===== config.mk =====
export PLATFORM = sky130hd
export DESIGN_NAME = vmarg_ctrl
export DESIGN_NICKNAME = d
export VERILOG_FILES = /design/src/rtl/vm_pkg.sv /design/src/rtl/vm_policy.sv /design/src/rtl/vm_servo.sv /design/src/rtl/vm_pwm.sv /design/src/rtl/vmarg_ctrl.sv
export SDC_FILE = /design/constraint.sdc
export NUM_CORES = 1
export LEC_CHECK = 0
export CELL_PAD_IN_SITES_DETAIL_PLACEMENT = 0
export CELL_PAD_IN_SITES_GLOBAL_PLACEMENT = 1
export CORE_UTILIZATION = 39
export DETAILED_ROUTE_END_ITERATION = 16
export PLACE_DENSITY = 0.94
export SLEW_MARGIN = 20
export SYNTH_ARGS = -nofsm -noshare
export SYNTH_HDL_FRONTEND = slang
export SYNTH_HIERARCHICAL = 1
export SYNTH_SLANG_ARGS = --single-unit

===== constraint.sdc =====
create_clock -name clk -period 8.22 [get_ports clk]
set_input_delay 1.644 -clock clk [delete_from_list [all_inputs] [get_ports clk]]
set_output_delay 1.644 -clock clk [all_outputs]
set_load 0.02 [all_outputs]

===== src/rtl/vm_pkg.sv =====
package vm_pkg;
  typedef enum logic [1:0] {
    MODE_OFF   = 2'd0,
    MODE_HIZ   = 2'd1,
    MODE_TRIM  = 2'd2,
    MODE_FIXED = 2'd3
  } vm_mode_e;

  typedef enum logic [1:0] {
    REQ_NONE = 2'd0,
    REQ_LOW  = 2'd1,
    REQ_HIGH = 2'd2,
    REQ_RSVD = 2'd3
  } vm_req_e;
endpackage


===== src/rtl/vm_policy.sv =====
module vm_policy
  import vm_pkg::*;
#(
  parameter int ADC_W = 12
) (
  input  logic             clk,
  input  logic             rst,
  input  vm_mode_e         mode,
  input  vm_req_e          req,
  input  logic [ADC_W-1:0] tgt_nom,
  input  logic [ADC_W-1:0] tgt_lo,
  input  logic [ADC_W-1:0] tgt_hi,
  output logic             regulate,
  output logic             drive_en,
  output logic             cfg_change,
  output logic [ADC_W-1:0] target
);
  vm_mode_e mode_q;
  vm_req_e  req_q;
  logic     margining;

  assign margining = (req == REQ_LOW) || (req == REQ_HIGH);

  always_comb begin
    regulate = 1'b0;
    drive_en = 1'b1;
    case (mode)
      MODE_OFF:  drive_en = 1'b0;
      MODE_HIZ:  begin drive_en = margining; regulate = margining; end
      MODE_TRIM: regulate = 1'b1;
      default:   regulate = margining;
    endcase
  end

  always_comb begin
    case (req)
      REQ_LOW:  target = tgt_lo;
      REQ_HIGH: target = tgt_hi;
      default:  target = tgt_nom;
    endcase
  end

  always_ff @(posedge clk) begin
    if (rst) begin
      mode_q <= MODE_OFF;
      req_q  <= REQ_NONE;
    end else begin
      mode_q <= mode;
      req_q  <= req;
    end
  end

  assign cfg_change = (mode != mode_q) || (req != req_q);
endmodule


===== src/rtl/vm_servo.sv =====
module vm_servo #(
  parameter int ADC_W      = 12,
  parameter int DUTY_W     = 8,
  parameter int SETTLE_CNT = 4
) (
  input  logic              clk,
  input  logic              rst,
  input  logic              regulate,
  input  logic              cfg_change,
  input  logic              invert,
  input  logic [ADC_W-1:0]  target,
  input  logic [ADC_W-1:0]  deadband,
  input  logic [ADC_W-1:0]  adc_code,
  input  logic              adc_valid,
  input  logic [DUTY_W-1:0] fixed_duty,
  output logic [DUTY_W-1:0] duty_q,
  output logic              settled
);
  localparam int CNT_W = $clog2(SETTLE_CNT + 1);
  localparam logic [DUTY_W-1:0] DUTY_MAX = {DUTY_W{1'b1}};
  localparam logic [CNT_W-1:0]  CNT_TOP  = CNT_W'(SETTLE_CNT);

  logic [ADC_W:0]   a_ext, t_ext, d_ext;
  logic             too_high, too_low, in_band, step_up, step_dn;
  logic [CNT_W-1:0] band_cnt;

  assign a_ext    = {1'b0, adc_code};
  assign t_ext    = {1'b0, target};
  assign d_ext    = {1'b0, deadband};
  assign too_high = a_ext > (t_ext + d_ext);
  assign too_low  = (a_ext + d_ext) < t_ext;
  assign in_band  = !too_high && !too_low;
  assign step_up  = invert ? too_high : too_low;
  assign step_dn  = invert ? too_low  : too_high;

  always_ff @(posedge clk) begin
    if (rst) begin
      duty_q <= '0;
    end else if (!regulate) begin
      duty_q <= fixed_duty;
    end else if (adc_valid) begin
      if (step_up && duty_q != DUTY_MAX)  duty_q <= duty_q + 1'b1;
      else if (step_dn && duty_q != '0)   duty_q <= duty_q - 1'b1;
    end
  end

  always_ff @(posedge clk) begin
    if (rst || cfg_change || !regulate) begin
      band_cnt <= '0;
      settled  <= 1'b0;
    end else if (adc_valid) begin
      if (in_band) begin
        if (band_cnt != CNT_TOP) band_cnt <= band_cnt + 1'b1;
        settled <= (band_cnt + 1'b1) >= CNT_TOP;
      end else begin
        band_cnt <= '0;
        settled  <= 1'b0;
      end
    end
  end

  assert_step_one_R3: assert property (@(posedge clk) disable iff (rst)
    $past(regulate) |-> (duty_q == $past(duty_q) || duty_q == $past(duty_q) + 1'b1 ||
                         duty_q == $past(duty_q) - 1'b1));
  assert_no_step_idle_R3: assert property (@(posedge clk) disable iff (rst)
    ($past(regulate) && !$past(adc_valid)) |-> $stable(duty_q));
  assert_settle_clear_R12: assert property (@(posedge clk) disable iff (rst)
    cfg_change |=> !settled);
  assert_settle_reg_R11: assert property (@(posedge clk) disable iff (rst)
    !regulate |=> !settled);
endmodule


===== src/rtl/vm_pwm.sv =====
module vm_pwm #(
  parameter int DUTY_W = 8
) (
  input  logic              clk,
  input  logic              rst,
  input  logic              drive_en,
  input  logic [DUTY_W-1:0] duty_cmd,
  output logic              pwm_out,
  output logic              pwm_oe
);
  localparam logic [DUTY_W-1:0] CNT_MAX = {DUTY_W{1'b1}};

  logic [DUTY_W-1:0] cnt, duty_act;

  always_ff @(posedge clk) begin
    if (rst) begin
      cnt      <= '0;
      duty_act <= '0;
      pwm_out  <= 1'b0;
      pwm_oe   <= 1'b0;
    end else begin
      cnt     <= cnt + 1'b1;
      if (cnt == CNT_MAX) duty_act <= duty_cmd;
      pwm_oe  <= drive_en;
      pwm_out <= drive_en && (cnt < duty_act);
    end
  end

  assert_duty_boundary_R2: assert property (@(posedge clk) disable iff (rst)
    ($past(cnt) != CNT_MAX) |-> $stable(duty_act));
  assert_gate_R6: assert property (@(posedge clk) disable iff (rst)
    !pwm_oe |-> !pwm_out);
endmodule


===== src/rtl/vmarg_ctrl.sv =====
module vmarg_ctrl
  import vm_pkg::*;
#(
  parameter int ADC_W      = 12,
  parameter int DUTY_W     = 8,
  parameter int SETTLE_CNT = 4
) (
  input  logic              clk,
  input  logic              rst,
  input  logic [1:0]        cfg_mode,
  input  logic              cfg_invert,
  input  logic [ADC_W-1:0]  tgt_nom,
  input  logic [ADC_W-1:0]  tgt_lo,
  input  logic [ADC_W-1:0]  tgt_hi,
  input  logic [ADC_W-1:0]  deadband,
  input  logic [DUTY_W-1:0] fixed_duty,
  input  logic [1:0]        margin_req,
  input  logic [ADC_W-1:0]  adc_code,
  input  logic              adc_valid,
  output logic              pwm_out,
  output logic              pwm_oe,
  output logic              settled
);
  logic              regulate, drive_en, cfg_change;
  logic [ADC_W-1:0]  target;
  logic [DUTY_W-1:0] duty_cmd;

  vm_policy #(.ADC_W(ADC_W)) u_policy (
    .clk(clk), .rst(rst),
    .mode(vm_mode_e'(cfg_mode)), .req(vm_req_e'(margin_req)),
    .tgt_nom(tgt_nom), .tgt_lo(tgt_lo), .tgt_hi(tgt_hi),
    .regulate(regulate), .drive_en(drive_en),
    .cfg_change(cfg_change), .target(target)
  );

  vm_servo #(.ADC_W(ADC_W), .DUTY_W(DUTY_W), .SETTLE_CNT(SETTLE_CNT)) u_servo (
    .clk(clk), .rst(rst), .regulate(regulate), .cfg_change(cfg_change),
    .invert(cfg_invert), .target(target), .deadband(deadband),
    .adc_code(adc_code), .adc_valid(adc_valid), .fixed_duty(fixed_duty),
    .duty_q(duty_cmd), .settled(settled)
  );

  vm_pwm #(.DUTY_W(DUTY_W)) u_pwm (
    .clk(clk), .rst(rst), .drive_en(drive_en), .duty_cmd(duty_cmd),
    .pwm_out(pwm_out), .pwm_oe(pwm_oe)
  );

  assert_off_quiet_R6: assert property (@(posedge clk) disable iff (rst)
    (cfg_mode == 2'd0) |=> (!pwm_oe && !settled));
  assert_hiz_idle_R7: assert property (@(posedge clk) disable iff (rst)
    (cfg_mode == 2'd1 && (margin_req == 2'd0 || margin_req == 2'd3)) |=> !pwm_oe);
  assert_active_drive_R9: assert property (@(posedge clk) disable iff (rst)
    (cfg_mode == 2'd2 || cfg_mode == 2'd3) |=> pwm_oe);
endmodule


==> impl_metrics.toml <==
[outcome]
status = "finished clean"

[die]
die_x_um = 102
ios = 79
dieArea_sq_um = 10500
initial_core_util_pct = 40.2
core_sq_um = 9770
die_y_um = 102
rows = 36

[cells_and_area]
nets = 708
drive_gt1_share_pct = 6.38
diodes = 0
area_delta_synth_final_pct = 26.8

[yosys]
yosysSeqAreaShare_pct = 17.3
synth_common_cells = "ha_1 (66), nor2_1 (43), inv_1 (38), dfxtp_1 (34), nand2_1 (34)"
syn_inst = 481
synthMostInstantiatedCell = "ha_1"
synth.area.top_cells = "ha_1 (21%), dfxtp_1 (17%), xnor2_1 (4.7%)"
synth-edff-count = 0
synth_cell_type_count = 63
syn_area_sq_um = 3930
synth_area_per_cell_sq_um = 8.17
synth_top_area_cell = "ha_1"
synth-main-ff-cell = "dfxtp_1"
ys.warnings.count = 6
async_flop_share_pct = 0
synth-seq-cells = 34
synth_nets = 626
synth_top_area_share_pct = 21.0

[timing]
setup_ws_ns = 0.514
clock.fmax_ghz = 0.130
skew_ns = 0.00765
setup_viol = 0
finalMaxSlewViolations = 0
fin_crit_ns = 7.71
totalNegativeSetupSlack_ns = 0
hold_violations = 0
slew_headroom_pct = 68.5
finalCritPeriodShare_pct = 93.7
tightest_slew_ns = 0.468

[worst_setup_path]
crit_required_ns = 8.39
cp.arrival_ns = 7.88
crit_path_start_kind = "input pin"
max_stage_delay_ns = 0.52
crit_top_cell = "ha_1"
r2r-start = "u_servo/duty_q[0]"
reg2reg_depth = 11
path_class = "in2reg"
r2r-end = "u_servo/duty_q[7]"
path_max_fanout = 11
ff2ff_setup_slack_ns = 5.06
crit_slowest_cell = "clkdlybuf4s50_1"
worst_setup_path_end_kind = "flop"

[drt]
final_antenna_net_count = 0
dr.pass1.iters = 4
post_drt_via_cell_ratio = 5.28
route.detailed.drc = 0
post_drt_wl_per_cell_um = 14.0
num_vias = 3677
drt_iter0_drc = 107
wl_um = 9760

[power]
p_leak_uw = 0.00202
irDropWorstVdd_mv = 0.0726
power.density_nw_per_um2 = 153

[place]
dp_slack_ns = 0.153
post-dp-hpwl_um = 8110
port_buffers = 78
place_congestion = 0.865

[min_path]
min_path_type = "reg2reg"
hp-start = "u_pwm/duty_act[5]"
worstHoldEndpoint = "u_pwm/duty_act[5]"
min_path_cells = 2

[clocking]
cts.sinks = 34
clock_path_buffers = 2
clock-root-buffer = "clkbuf_8"
ctsHtreeMaxLevel = 2
worstSkewPairLatency_ns = 0.29
clkTransAtPathRegs_ns = 0.07
cts_tree = "done"
numCtsBuffers = 5

[global_route]
antenna_found_initial = 0
overflow = 0
grt_pass1_wl_um = 16100
grt_pass1_vias = 3627
grt_max_degree = 42
gr-usage-all-layers_pct = 19.3

[job]
drv_cap = 0
cell type report:
cell class	count	area [sq um]
Multi-Input combinational cell	399	3070
Clock inverter	2	12.5
Clock buffer	6	82.6
Fill cell	964	4790
Tap cell	133	166
Timing Repair Buffer	85	833
Sequential cell	34	681
Inverter	38	143
kinds of logic (layout without fill, tap and decap cells):
group | after synthesis | in the layout | share of synthesized area (%)
buf+inv | 48 | 131 | 5.16
flops | 34 | 34 | 17.3
compound gates | 117 | 117 | 21.8
fa+ha+maj | 69 | 69 | 22.5
xor+xnor | 33 | 33 | 7.35
simple gates | 166 | 166 | 22.2
mux | 14 | 14 | 3.56
layer usage:
| layer | global-route usage, % | part of all wire, % |
|---|---|---|
| met1 | 24.2 | 46 |
| met3 | 2.26 | 3.0 |
| met2 | 34.7 | 50 |
| met5 | 0 | 0 |
| met4 | 5.49 | 1.3 |
timing repair:
item	4_1_cts	5_1_grt
endpoints found under the hold margin	0	0
setup buffers	0	0
endpoints found under the setup margin	0	1
hold buffers	0	0
resized for setup	0	3
registers in the layout, indices dropped and copies added, names as in the netlist:
register and cells:
u_policy/mode_q 2, u_policy/req_q 2, u_pwm/cnt 8, u_pwm/duty_act 8, u_pwm/pwm_oe 1, u_pwm/pwm_out 1, u_servo/band_cnt 3, u_servo/duty_q 8
u_servo/settled 1
critical path: cells and delay by family:
kind	cells	cell delay, ns
adder cells (fa/ha/maj)	4	0.95
buffers and inverters	3	0.77
AO/OA/AOI/OAI	17	3.49
AND/OR/NAND/NOR	5	0.81
XOR/XNOR	1	0.19
report_power, final:
group / leakage [uW] / internal [uW] / switching (uW)
clock network: 0.0000472 / 67.4 / 66.1
logic: 0.00169 / 215 / 227
registers: 0.000278 / 175 / 14.4
total: 0.00202 / 457 / 308
per-stage QoR:
step | area, sq um | hold slack (ns) | cells | utilization (%) | power, uW
finish | 4990 | 0.475 | 697 | 51.0 | 765
floorplan | 3930 | 0.444 | 481 | - | 510
CTS | 4970 | 0.479 | 697 | 50.8 | 759
global route | 4990 | 0.506 | 697 | 51.0 | 828
global placement | 4870 | 0.460 | 689 | 49.8 | 611
detailed placement | 4870 | 0.467 | 689 | 49.8 | 622
cells in the final DEF, fill, tap and decap left out, types with 5 or more instances in the layout:
master,instances
a21o_1,6
nand2_1,34
o21ai_0,12
xnor2_1,21
mux2i_1,14
inv_1,38
clkdlybuf4s50_1,78
a21oi_1,21
a211oi_1,10
xor2_1,12
ha_1,66
dfxtp_1,34
o21bai_1,5
nand3_1,11
nor2b_1,7
nor3_1,7
buf_4,7
nor2_1,43
clkbuf_8,6
a22oi_1,12
nand2b_1,23
o21ai_1,15
nand4_1,12
worst max-delay path by stage:
stage,start,end,cells after the start
finish,margin_req[1],u_servo/duty_q[7],30
global route,margin_req[1],u_servo/duty_q[7],30
CTS,margin_req[0],u_servo/duty_q[7],30
detailed placement,margin_req[0],u_servo/duty_q[7],28
global placement,margin_req[0],u_servo/duty_q[7],28
floorplan,margin_req[0],u_servo/duty_q[7],29
Note: power is estimated with default switching activity, not from simulation.
